**src/rtl/rs_pkg.sv**
```systemverilog
package rs_pkg;
  typedef enum logic [1:0] {RS_INT, RS_MEM, RS_MAC} rs_kind_e;

  function automatic int kind_ops(rs_kind_e k);
    return (k == RS_MAC) ? 3 : 2;
  endfunction
endpackage

```
**src/rtl/rs_bus_pick.sv**
```systemverilog
module rs_bus_pick #(
  parameter int NUM_BUS = 4,
  parameter int TAG_W   = 4,
  parameter int DATA_W  = 32,
  parameter int UNIT_W  = 2
) (
  input  logic [UNIT_W-1:0]         sel_i,
  input  logic [NUM_BUS-1:0]        vld_i,
  input  logic [NUM_BUS*TAG_W-1:0]  tag_i,
  input  logic [NUM_BUS*DATA_W-1:0] data_i,
  output logic                      vld_o,
  output logic [TAG_W-1:0]          tag_o,
  output logic [DATA_W-1:0]         data_o
);
  always_comb begin
    vld_o  = 1'b0;
    tag_o  = '0;
    data_o = '0;
    for (int b = 0; b < NUM_BUS; b++) begin
      if (sel_i == UNIT_W'(b)) begin
        vld_o  = vld_i[b];
        tag_o  = tag_i[b*TAG_W +: TAG_W];
        data_o = data_i[b*DATA_W +: DATA_W];
      end
    end
  end
endmodule

```
**src/rtl/rs_operand.sv**
```systemverilog
module rs_operand #(
  parameter int NUM_BUS = 4,
  parameter int TAG_W   = 4,
  parameter int DATA_W  = 32,
  parameter int UNIT_W  = 2
) (
  input  logic                      clk_i,
  input  logic                      rst_ni,
  input  logic                      ent_vld_i,
  input  logic                      take_i,
  input  logic                      use_i,
  input  logic                      have_i,
  input  logic [DATA_W-1:0]         val_i,
  input  logic [UNIT_W-1:0]         unit_i,
  input  logic [TAG_W-1:0]          tag_i,
  input  logic [NUM_BUS-1:0]        bus_vld_i,
  input  logic [NUM_BUS*TAG_W-1:0]  bus_tag_i,
  input  logic [NUM_BUS*DATA_W-1:0] bus_data_i,
  output logic                      rdy_o,
  output logic [DATA_W-1:0]         val_o
);
  logic [UNIT_W-1:0] unit_q, sel_unit;
  logic [TAG_W-1:0]  tag_q, sel_tag, pk_tag;
  logic [DATA_W-1:0] val_q, pk_data;
  logic              rdy_q, pk_vld, watching, hit;

  // Allocation cycle watches the incoming unit/tag so a same-cycle result is not lost
  assign sel_unit = take_i ? unit_i : unit_q;
  assign sel_tag  = take_i ? tag_i  : tag_q;
  assign watching = take_i ? (use_i && !have_i) : (ent_vld_i && !rdy_q);

  rs_bus_pick #(
    .NUM_BUS(NUM_BUS), .TAG_W(TAG_W), .DATA_W(DATA_W), .UNIT_W(UNIT_W)
  ) u_pick (
    .sel_i (sel_unit),
    .vld_i (bus_vld_i),
    .tag_i (bus_tag_i),
    .data_i(bus_data_i),
    .vld_o (pk_vld),
    .tag_o (pk_tag),
    .data_o(pk_data)
  );

  assign hit = watching && pk_vld && (pk_tag == sel_tag);

  always_ff @(posedge clk_i or negedge rst_ni) begin
    if (!rst_ni) begin
      unit_q <= '0;
      tag_q  <= '0;
      rdy_q  <= 1'b0;
      val_q  <= '0;
    end else if (take_i) begin
      unit_q <= unit_i;
      tag_q  <= tag_i;
      rdy_q  <= !use_i || have_i || hit;
      if (!use_i)      val_q <= '0;
      else if (have_i) val_q <= val_i;
      else if (hit)    val_q <= pk_data;
      else             val_q <= '0;
    end else if (hit) begin
      rdy_q <= 1'b1;
      val_q <= pk_data;
    end
  end

  assign rdy_o = rdy_q;
  assign val_o = val_q;

  assert_capture_R4: assert property (@(posedge clk_i) disable iff (!rst_ni)
    (!take_i && ent_vld_i && !rdy_q && pk_vld && pk_tag == tag_q)
      |=> (rdy_q && val_q == $past(pk_data)));

  assert_no_false_hit_R5: assert property (@(posedge clk_i) disable iff (!rst_ni)
    (!take_i && ent_vld_i && !rdy_q && !(pk_vld && pk_tag == tag_q)) |=> !rdy_q);

  assert_hold_ready_R7: assert property (@(posedge clk_i) disable iff (!rst_ni)
    (!take_i && ent_vld_i && rdy_q) |=> $stable(val_q));

  assert_unused_ready_R8: assert property (@(posedge clk_i) disable iff (!rst_ni)
    (take_i && !use_i) |=> (rdy_q && val_q == '0));
endmodule

```
**src/rtl/rs_entry.sv**
```systemverilog
module rs_entry
  import rs_pkg::*;
#(
  parameter rs_kind_e KIND    = RS_MAC,
  parameter int       NUM_BUS = 4,
  parameter int       TAG_W   = 4,
  parameter int       DATA_W  = 32,
  parameter int       OP_W    = 8,
  localparam int      UNIT_W  = (NUM_BUS > 1) ? $clog2(NUM_BUS) : 1,
  localparam int      NOPS    = kind_ops(KIND)
) (
  input  logic                      clk_i,
  input  logic                      rst_ni,
  input  logic                      alloc_i,
  input  logic [OP_W-1:0]           alloc_op_i,
  input  logic [NOPS-1:0]           alloc_use_i,
  input  logic [NOPS-1:0]           alloc_have_i,
  input  logic [NOPS*DATA_W-1:0]    alloc_val_i,
  input  logic [NOPS*UNIT_W-1:0]    alloc_unit_i,
  input  logic [NOPS*TAG_W-1:0]     alloc_tag_i,
  input  logic [DATA_W-1:0]         alloc_disp_i,
  input  logic [NUM_BUS-1:0]        res_vld_i,
  input  logic [NUM_BUS*TAG_W-1:0]  res_tag_i,
  input  logic [NUM_BUS*DATA_W-1:0] res_data_i,
  input  logic                      gnt_i,
  output logic                      busy_o,
  output logic                      req_o,
  output logic [OP_W-1:0]           iss_op_o,
  output logic [NOPS*DATA_W-1:0]    iss_opnd_o,
  output logic [DATA_W-1:0]         iss_disp_o
);
  logic            valid_q, take, issue;
  logic [OP_W-1:0] op_q;
  logic [NOPS-1:0] rdy_vec;

  assign take  = alloc_i && !valid_q;
  assign issue = req_o && gnt_i;

  always_ff @(posedge clk_i or negedge rst_ni) begin
    if (!rst_ni) begin
      valid_q <= 1'b0;
      op_q    <= '0;
    end else if (take) begin
      valid_q <= 1'b1;
      op_q    <= alloc_op_i;
    end else if (issue) begin
      valid_q <= 1'b0;
    end
  end

  for (genvar k = 0; k < NOPS; k++) begin : g_opnd
    rs_operand #(
      .NUM_BUS(NUM_BUS), .TAG_W(TAG_W), .DATA_W(DATA_W), .UNIT_W(UNIT_W)
    ) u_opnd (
      .clk_i     (clk_i),
      .rst_ni    (rst_ni),
      .ent_vld_i (valid_q),
      .take_i    (take),
      .use_i     (alloc_use_i[k]),
      .have_i    (alloc_have_i[k]),
      .val_i     (alloc_val_i[k*DATA_W +: DATA_W]),
      .unit_i    (alloc_unit_i[k*UNIT_W +: UNIT_W]),
      .tag_i     (alloc_tag_i[k*TAG_W +: TAG_W]),
      .bus_vld_i (res_vld_i),
      .bus_tag_i (res_tag_i),
      .bus_data_i(res_data_i),
      .rdy_o     (rdy_vec[k]),
      .val_o     (iss_opnd_o[k*DATA_W +: DATA_W])
    );
  end

  if (KIND == RS_MEM) begin : g_disp
    logic [DATA_W-1:0] disp_q;
    always_ff @(posedge clk_i or negedge rst_ni) begin
      if (!rst_ni)   disp_q <= '0;
      else if (take) disp_q <= alloc_disp_i;
    end
    assign iss_disp_o = disp_q;
  end else begin : g_no_disp
    logic unused_disp;
    assign unused_disp = ^alloc_disp_i;
    assign iss_disp_o  = '0;
  end

  assign busy_o   = valid_q;
  assign req_o    = valid_q && (&rdy_vec);
  assign iss_op_o = op_q;

  assert_take_R2: assert property (@(posedge clk_i) disable iff (!rst_ni)
    (alloc_i && !busy_o) |=> busy_o);

  assert_ignore_busy_R2: assert property (@(posedge clk_i) disable iff (!rst_ni)
    (busy_o && !gnt_i) |=> (busy_o && $stable(iss_op_o)));

  assert_free_R9: assert property (@(posedge clk_i) disable iff (!rst_ni)
    (req_o && gnt_i && !alloc_i) |=> !busy_o);

  assert_req_hold_R9: assert property (@(posedge clk_i) disable iff (!rst_ni)
    (req_o && !gnt_i) |=> req_o);
endmodule

```
**config.mk**
```make
export PLATFORM = sky130hd
export DESIGN_NAME = rs_entry
export DESIGN_NICKNAME = d
export VERILOG_FILES = /design/src/rtl/rs_pkg.sv /design/src/rtl/rs_bus_pick.sv /design/src/rtl/rs_operand.sv /design/src/rtl/rs_entry.sv
export SDC_FILE = /design/constraint.sdc
export NUM_CORES = 1
export LEC_CHECK = 0
export ABC_AREA = 1
export BUFFER_PORTS_ARGS = -buffer_cell sky130_fd_sc_hd__buf_2
export CAP_MARGIN = 20
export CELL_PAD_IN_SITES_DETAIL_PLACEMENT = 0
export CELL_PAD_IN_SITES_GLOBAL_PLACEMENT = 1
export CORE_AREA = 2 2 176 178
export DETAILED_ROUTE_END_ITERATION = 8
export DIE_AREA = 0 0 178 180
export GPL_TIMING_DRIVEN = 0
export PLACE_DENSITY_LB_ADDON = 0.08
export SLEW_MARGIN = 20
export SYNTH_ARGS = -nofsm -noshare
export SYNTH_HDL_FRONTEND = slang
export SYNTH_HIERARCHICAL = 1
export SYNTH_SLANG_ARGS = --single-unit
export TNS_END_PERCENT = 30
```
**constraint.sdc**
```tcl
create_clock -name clk_i -period 5.8 [get_ports clk_i]
set_clock_uncertainty 0.15 [all_clocks]
set_input_delay 0 -clock clk_i [delete_from_list [all_inputs] [get_ports clk_i]]
set_output_delay 0 -clock clk_i [all_outputs]
set_load 0.05 [all_outputs]
```
# After elaboration in Yosys (flattened, before gate mapping)
# Index checks and enable logic that the tools add are counted.
[totals]
reg_bits = 126
latch_bits = 0
ram_bits = 0
rom_bits = 0
inputBits = 312
output_inout_bits = 138
wordCells = 133
n_memories = 0
[op_classes]
n_addsub = 0
mul = 0
div_mod_pow = 0
n_lt_le_gt_ge = 0
eq_ne = 12
shift = 0
muxes = 68
bitwise_logic = 0
reduce_logical = 39
[ops]
columns = ["cell", "count"]
rows = [
  ["2-to-1 mux 32 bit", 27],
  ["2-to-1 mux 4 bit", 15],
  ["2-to-1 mux 1 bit", 23],
  ["logical AND 1 bit", 15],
  ["== test 2 bit (second input constant)", 6],
  ["== test 4 bit", 3],
  ["zero test 1 bit", 10],
  ["nonzero test 2 bit", 4],
  ["== test 2 x 1 -> 1 bit (second input constant)", 3],
  ["zero test 2 bit", 3],
  ["logical OR 1 bit", 6],
  ["2-to-1 mux 2 bit", 3],
  ["AND reduction 3 bit", 1],
]

# Logic depth before layout (Yosys ltp)
# Gate-level depths: netlist of the first run.
[depth]
ltp_word = 14
depth_mapped = 21
depth_no_buf = 17

# Modules after synthesis
# Netlist of the first run, hierarchy kept.
[modules_own_cells]
columns = ["module", "n_inst", "cells_each", "area_each_um2", "seq_area_each_um2"]
rows = [
  ["rs_operand", 3, 235, 2065.7, 975.9],
  ["rs_bus_pick", 3, 213, 1102.3, 0.0],
  ["rs_entry", 1, 74, 605.6, 225.2],
]

# Worst setup path before layout of the first run
# No wires, ideal clock.
[synth_timing]
kind = "reg-to-reg"
start = "register valid_q, in the netlist busy_o"
end = "register g_opnd[0].u_opnd.val_q[30]"
setup_ns = 0.127
arrival_time_ns = 3.088
t_required_ns = 5.523
setup_slack_ns = 2.435
stages_incl_launch_ff = 20
path_buffers = 5
synth_period_minus_slack_ns = 3.365
path_cell_list = "dfrtp_1 > inv_2 > nand2_4 > inv_6 > inv_2 > buf_6 > clkbuf_1 > nand2_1 > nand2_1 > buf_4 > buf_4 > nand3_1 > nand4_1 > o21a_1 > nand3_1 > nor2_4 > nand2_4 > buf_6 > nand3_1 > nand3_1"
[synth_between]
elab_chain_len = 14
elab_cells_between_ends = 31
cone_classes = "eq/ne (4); mux (20); reduce/logical (7)"
[synth_rtl]
columns = ["item", "line_no", "text"]
rows = [
  ["start, declared", "rs_entry.sv:32", "logic valid_q, take, issue;"],
  ["start signal, assigned", "rs_entry.sv:41", "valid_q <= 1'b0;"],
  ["start signal, assigned", "rs_entry.sv:44", "valid_q <= 1'b1;"],
  ["start signal, assigned", "rs_entry.sv:47", "valid_q <= 1'b0;"],
  ["zero test 1 bit *", "rs_entry.sv:36", "assign take = alloc_i && !valid_q;"],
  ["logical AND 1 bit *", "rs_entry.sv:36", ""],
  ["net take", "rs_entry.sv:32", ""],
  ["2-to-1 mux 2 bit *", "-", ""],
  ["net g_opnd[0].u_opnd.sel_unit[0]", "rs_operand.sv:22", "logic [UNIT_W-1:0] unit_q, sel_unit;"],
  ["zero test 2 bit", "rs_bus_pick.sv:20", "if (sel_i == UNIT_W'(b)) begin"],
  ["2-to-1 mux 1 bit (3 in a row)", "rs_bus_pick.sv:20", ""],
  ["2-to-1 mux 1 bit *", "rs_bus_pick.sv:20", ""],
  ["net g_opnd[0].u_opnd.pk_vld", "rs_operand.sv:25", "logic rdy_q, pk_vld, watching, hit;"],
  ["logical AND 1 bit * (2 in a row)", "rs_operand.sv:44", "assign hit = watching && pk_vld && (pk_tag == sel_tag);"],
  ["2-to-1 mux 32 bit", "rs_operand.sv:58", "else if (hit) val_q <= pk_data;"],
  ["2-to-1 mux 32 bit", "rs_operand.sv:57", "else if (have_i) val_q <= val_i;"],
  ["2-to-1 mux 32 bit", "rs_operand.sv:56", "if (!use_i) val_q <= '0;"],
  ["2-to-1 mux 32 bit", "rs_operand.sv:52", "end else if (take_i) begin"],
  ["end signal, assigned", "rs_operand.sv:57", ""],
  ["end signal, assigned", "rs_operand.sv:58", ""],
  ["end signal, assigned", "rs_operand.sv:62", "val_q <= pk_data;"],
  ["end, declared", "rs_operand.sv:24", "logic [DATA_W-1:0] val_q, pk_data;"],
]
# Mark *: on every way through the listed nets, which the timed path passes. The rest lies on a longest branch. The select of a mux whose other input is x is not followed.
# A chain may end at the register's enable or synchronous reset.

# Final worst setup path of the first run
[layout_timing]
start = "register valid_q, in the netlist busy_o"
end = "register g_opnd[1].u_opnd.val_q[8]"
[layout_between]
elab_chain_len = 14
elab_cells_between_ends = 31
cone_classes = "eq/ne (4); mux (20); reduce/logical (7)"
[layout_rtl]
columns = ["item", "line_no", "text"]
rows = [
  ["zero test 1 bit *", "rs_entry.sv:36", ""],
  ["logical AND 1 bit *", "rs_entry.sv:36", ""],
  ["net take", "rs_entry.sv:32", ""],
  ["2-to-1 mux 2 bit *", "-", ""],
  ["net g_opnd[1].u_opnd.sel_unit[0]", "rs_operand.sv:22", ""],
  ["zero test 2 bit", "rs_bus_pick.sv:20", ""],
  ["2-to-1 mux 4 bit (3 in a row)", "rs_bus_pick.sv:20", ""],
  ["2-to-1 mux 4 bit *", "rs_bus_pick.sv:20", ""],
  ["net g_opnd[1].u_opnd.pk_tag[0]", "rs_operand.sv:23", "logic [TAG_W-1:0] tag_q, sel_tag, pk_tag;"],
  ["== test 4 bit *", "rs_operand.sv:44", ""],
  ["logical AND 1 bit *", "rs_operand.sv:44", ""],
  ["2-to-1 mux 32 bit", "rs_operand.sv:58", ""],
  ["2-to-1 mux 32 bit", "rs_operand.sv:57", ""],
  ["2-to-1 mux 32 bit", "rs_operand.sv:56", ""],
  ["2-to-1 mux 32 bit", "rs_operand.sv:52", ""],
  ["end signal, assigned", "rs_operand.sv:57", ""],
  ["end signal, assigned", "rs_operand.sv:58", ""],
  ["end signal, assigned", "rs_operand.sv:62", ""],
  ["end, declared", "rs_operand.sv:24", ""],
]
# Marked as above.

==> impl_metrics.py, run 1 <==
metrics = {
    "outcome": {
        "status": "finished, final reports clean",
    },
    "hold_path": {
        "hp-class": "primary input to async pin",
    },
    "grt": {
        "grt_pass1_wl_um": 78800,
        "grt_max_degree": 76,
        "grt_use_total_pct": 32.6,
        "grt_pass1_vias": 13000,
        "antenna_found_initial": 19,
        "grt_overflow": 0,
    },
    "timing": {
        "whs_ns": 0.0109,
        "slew_viol_final": 0,
        "hold_viol_final": 0,
        "min_period_ns": 4.79,
        "rsz0062_at_grt": "false",
        "min_period_over_period_pct": 82.6,
        "finalWorstSetupSlack_ns": 1.01,
        "tightest_slew_ns": 0.864,
        "relSlewSlack_pct": 42.4,
        "fmax_ghz": 0.209,
        "setup-violations-final": 0,
        "setup-tns-final_ns": 0,
    },
    "cells_and_area": {
        "syn_to_final_growth_pct": 56.1,
        "multiInputGateArea_sq_um": 5890,
        "final_nets": 2412,
        "register_area_sq_um": 3150,
        "post_route_cells_drive_above_1_share_pct": 31.5,
        "fillers": 3043,
        "layoutNonFillerInstCount": 2523,
    },
    "power_and_ir_drop": {
        "powerDensity_nw_per_um2": 579,
        "power.static_leakage_uw": 0.00790,
        "vdd_drop_max_mv": 0.338,
        "total_power_uw": 9140,
    },
    "drt": {
        "vias_per_cell": 5.32,
        "num_vias": 13400,
        "drt-total-wl_um": 53400,
        "drt_pass1_iterations": 6,
        "route.detailed.drc": 0,
        "drt_iter0_drc": 1311,
        "ant_nets": 0,
        "wl_per_cell_um": 21.2,
    },
    "clocking": {
        "cts_root_buf": "clkbuf_16",
        "tritoncts": "built",
        "clock_latency_ns": 0.44,
        "clock_path_buffers": 2,
        "numCtsBuffers": 17,
        "htreeDepth": 4,
        "cts_resized": 0,
        "clk_pin_slew_worst_paths_ns": 0.06,
        "clkSinkCount": 126,
        "cts_setup_buffers": 0,
    },
    "synthesis": {
        "synth_xor_area_share_pct": 0,
        "seq_area_frac_synth_pct": 31.2,
        "ys_seq_elements": 126,
        "synth_common_cells": "nand3_1 (558), nand2_1 (317), dfrtp_1 (126), nand4_1 (111), buf_4 (89)",
        "synth_top_family_by_area": "simple AND/OR/NAND/NOR gates",
        "synth_fa_ha_area_share_pct": 0,
        "syn_area_per_cell_sq_um": 7.13,
        "async_flop_share_pct": 100,
        "netlist_top_cells_area": "dfrtp_1 (31%), nand3_1 (28%), nand2_1 (12%)",
        "synth_area_leader_cell": "dfrtp_1",
        "synth.area.mux_share_pct": 0,
        "synth-compound-area-share_pct": 0.421,
        "yosysMostFrequentCell": "nand3_1",
        "yosys.area_share.simple_pct": 56.6,
        "synth_edf_count": 0,
        "synth.distinct_cells": 22,
        "yosys.area.top_type_share_pct": 31.2,
        "synth_area_sq_um": 10100,
        "ys_warn_count": 6,
        "synth_flop_cell": "dfrtp_1",
        "syn_inst": 1418,
    },
    "setup_path": {
        "worstSetupStartpointType": "register",
        "reg2reg_from": "busy_o",
        "crit_family": "buffers and inverters",
        "reg2reg_setup_slack_ns": 1.01,
        "path_buf_inv": 10,
        "critPathKind": "register to register",
        "cp-end-kind": "register",
        "cp-startpoint": "busy_o",
        "r2r-end": "g_opnd[1].u_opnd/val_o[8]",
        "crit_chain": "inv_2 > nand2_4 > inv_6 > inv_2 > buf_6 > clkbuf_1 > nand2_1 > nand2_1 > inv_2 > buf_2 > nand3_1 > nand4_1 > inv_1 > nand3_1 > nand2_1 > nand2_1 > nor2_4 > nand2_4 > buf_6 > nand3_2 > nand3_1 > dlygate4sd3_1",
        "cp.depth": 22,
        "critPathMaxFanout": 14,
        "worst_ep_required_time_ns": 5.96,
        "r2r_cells": 22,
        "worstSetupEndpoint": "g_opnd[1].u_opnd/val_o[8]",
        "slowest_delay_ns": 0.67,
        "arrival_ns": 4.95,
        "slowest_stage": "clkbuf_1",
        "cpMostUsedCell": "nand2_1",
    },
    "placement": {
        "post-place-ws_ns": 1.65,
        "dp_cells": 2231,
        "dp_hpwl_um": 40000,
        "gp_congestion": 0.947,
        "port-buffer-count": 385,
    },
    "floorplanning": {
        "die_w_um": 178,
        "boundaryPins": 450,
        "die_h_um": 180,
        "die_area_sq_um": 32000,
        "core_area_sq_um": 30200,
        "rows": 64,
        "start_util_pct": 33.5,
    },
    "flow_run": {
        "cap_violations": 0,
    },
}
## routing by layer
metal  global-route usage (%)  vias to the layer above  part of all wire, %
met4                     10.4                        8                  2.6
li1                         -                     6325                    -
met3                     7.51                       86                  9.5
met1                     42.5                     6289                   41
met5                        0                        -                0.082
met2                     53.0                      706                   46
## cells in the final DEF (no fill, tap or decap), types with 4 or more instances in the layout
cell type      Yosys  routed
nand4_1          111     111
dfrtp_1          126     126
inv_2             10      10
dlygate4sd3_1      0     246
buf_2             36     420
diode_2            0      15
nand3_1          558     558
nor2_4             9       9
buf_6             12      12
nand2_1          317     317
clkinv_2           0       4
clkbuf_1          18      22
nand2_2            6       6
nand2_4            4       4
clkbuf_16          0      17
conb_1             1      32
buf_4             89      89
nor2_1             4       4
nand3_2           84      84
inv_1             21      21
## area by class of cell
class,instances,area share [%]
multi-input cells,1133,37.3
repair buffers,632,28.1
flip-flops and latches,126,20.0
plain buffers,158,6.73
well taps,396,3.14
clock buffers,24,3.05
inverters,32,0.793
clock inverters,7,0.698
diodes,15,0.238
## where the power goes
group / switching (uW) / internal (uW) / leakage, uW / total [uW]
clock: 439 / 706 / 0.000294 / 1150
sequential: 246 / 1260 / 0.00165 / 1500
combinational: 4410 / 2080 / 0.00596 / 6490
total: 5100 / 4040 / 0.00790 / 9140
## logic make-up after synthesis
logic type	count (synthesis)
other	1
AOI/OAI and AO/OA	7
buffers and inverters	190
and+or+nand+nor	1094
DFF	126
## how the worst min path moves through the flow
stage	endpoint	depth (start not counted)	startpoint
after floorplan	busy_o	0	rst_ni
after global placement	busy_o	2	gnt_i
after global routing	g_opnd[0].u_opnd/val_o[30]	5	res_data_i[30]
after detailed placement	g_opnd[2].u_opnd/val_o[7]	1	rst_ni
after CTS	g_opnd[0].u_opnd/val_o[30]	5	res_data_i[30]
final	g_opnd[2].u_opnd/val_o[7]	2	rst_ni
## registers in the layout (all words and copies together) (netlist names)
register              cells
busy_o                    1
g_opnd.u_opnd/rdy_o       3
g_opnd.u_opnd/tag_q      12
g_opnd.u_opnd/unit_q      6
g_opnd.u_opnd/val_o      96
iss_op_o                  8
## per-stage QoR
step           instance area [sq um]  utilization [%]
2_1_floorplan                  10200                -
3_3_place_gp                   12600             41.9
3_5_place_dp                   12700             42.0
4_1_cts                        15700             52.1
5_1_grt                        15800             52.2
6_report                       15800             52.3
## timing repair
item | in CTS | in global routing
hold buffers | 246 | 0
endpoints found under the setup margin | 0 | 0
endpoints found under the hold margin | 252 | 0
Power figures use the tool's default switching activity.
==> inputs of run 2 (changes only) <==
ABC_AREA = 0   (was 1)
CORE_AREA = 2 2 174 176   (was 2 2 176 178)
DIE_AREA = 0 0 176 178   (was 0 0 178 180)
clock period = 4.7 ns   (was 5.8 ns; I/O delays follow)
==> impl_metrics.py, run 2 <==
metrics = {
    "floorplanning": {
        "boundaryPins": 450,
        "start_util_pct": 31.6,
        "rows": 63,
        "die_w_um": 176,
        "die_h_um": 178,
    },
    "placement": {
        "dp_hpwl_um": 29400,
        "gp_congestion": 0.833,
        "post-place-ws_ns": -0.265,
        "port-buffer-count": 385,
    },
    "synthesis": {
        "netlist_top_cells_area": "dfrtp_1 (34%), mux4_2 (22%), a221o_1 (10%)",
        "synth.distinct_cells": 28,
        "synth_common_cells": "dfrtp_1 (126), a21oi_1 (99), a221o_1 (96), nand2b_1 (96), mux4_2 (90)",
        "yosys.area.top_type_share_pct": 34.0,
        "syn_inst": 707,
        "synth_area_leader_cell": "dfrtp_1",
        "yosysMostFrequentCell": "dfrtp_1",
        "seq_area_frac_synth_pct": 34.0,
        "syn_area_per_cell_sq_um": 13.1,
        "synth_flop_cell": "dfrtp_1",
        "synth_edf_count": 0,
        "synth_area_sq_um": 9280,
        "ys_seq_elements": 126,
        "ys_warn_count": 6,
        "async_flop_share_pct": 100,
    },
    "clocking": {
        "clkSinkCount": 126,
        "htreeDepth": 4,
        "holdBufCountCts": 311,
        "numCtsBuffers": 17,
        "cts_root_buf": "clkbuf_16",
        "cts_setup_buffers": 0,
        "cts_resized": 2,
        "clock_path_buffers": 2,
    },
    "outcome": {
        "status": "aborted with a tool error",
        "lastStage": "clock tree synthesis",
        "stop_error": "[ERROR RSZ-0060] Max buffer count reached.",
    },
}
-- run 2: changes by cell type after synthesis, sizes merged, moves of 98 or more --
| cell | change |
|---|---|
| nand3 | -642 |
| nand2 | -327 |
| mux4 | +111 |
| nand4 | -111 |
| a21oi | +98 |
-- run 2: logic make-up after synthesis --
logic type	share of synthesized area [%]
AO/OA/AOI/OAI	16.6
XOR/XNOR	0.850
buffers and inverters	9.31
flip-flops	34.0
multiplexers	31.4
other	0.0404
AND/OR/NAND/NOR	7.88
-- run 2: stage by stage --
step | instances | TNS [ns] | utilization [%] | cell area [sq um]
global placement | 1513 | -8.82 | 40.2 | 11800
detailed placement | 1514 | -11.62 | 40.3 | 11800
floorplan | 738 | 0 | - | 9390
==> inputs of run 3 (changes only) <==
CELL_PAD_IN_SITES_DETAIL_PLACEMENT = unset   (was 0)
CELL_PAD_IN_SITES_GLOBAL_PLACEMENT = unset   (was 1)
CORE_AREA = 2 2 175 177   (was 2 2 174 176)
DIE_AREA = 0 0 177 179   (was 0 0 176 178)
PLACE_DENSITY_LB_ADDON = 0.15   (was 0.08)
==> impl_metrics.py, run 3 <==
metrics = {
    "floorplanning": {
        "die_w_um": 177,
        "boundaryPins": 450,
        "rows": 64,
        "die_h_um": 179,
        "start_util_pct": 30.9,
    },
    "placement": {
        "dp_hpwl_um": 30200,
        "gp_congestion": 0.847,
        "placed_cell_area_sq_um": 11900,
        "port-buffer-count": 385,
        "dp_cells": 1520,
        "post-place-ws_ns": -0.286,
    },
    "synthesis": {
        "synth_edf_count": 0,
        "synth_area_leader_cell": "dfrtp_1",
        "synth_common_cells": "dfrtp_1 (126), a21oi_1 (99), a221o_1 (96), nand2b_1 (96), mux4_2 (90)",
        "ys_seq_elements": 126,
        "syn_inst": 707,
        "netlist_top_cells_area": "dfrtp_1 (34%), mux4_2 (22%), a221o_1 (10%)",
        "async_flop_share_pct": 100,
        "yosys.area.top_type_share_pct": 34.0,
        "syn_area_per_cell_sq_um": 13.1,
        "synth.distinct_cells": 28,
        "synth_area_sq_um": 9280,
        "yosysMostFrequentCell": "dfrtp_1",
        "synth_flop_cell": "dfrtp_1",
        "ys_warn_count": 6,
        "seq_area_frac_synth_pct": 34.0,
    },
    "clocking": {
        "clock_path_buffers": 2,
        "cts_root_buf": "clkbuf_16",
        "htreeDepth": 4,
        "cts_resized": 4,
        "numCtsBuffers": 17,
        "holdBufCountCts": 311,
        "clkSinkCount": 126,
        "cts_setup_buffers": 0,
    },
    "outcome": {
        "status": "aborted with a tool error",
        "stop_error": "[ERROR RSZ-0060] Max buffer count reached.",
        "lastStage": "clock tree synthesis",
    },
}
run 3: cell counts after synthesis:
Identical to the previous run, type by type.
run 3: cells by family after synthesis:
family	count (synthesis)	synth area share (%)
flip-flops	126	34.0
multiplexers	137	31.4
XOR/XNOR	9	0.850
AO/OA/AOI/OAI	205	16.6
AND/OR/NAND/NOR	115	7.88
buffers and inverters	114	9.31
other	1	0.0404
run 3: through the flow:
stage	util (%)	hold slack (ns)
floorplan	-	-0.446
global placement	39.3	0.0408
detailed placement	39.5	-0.144
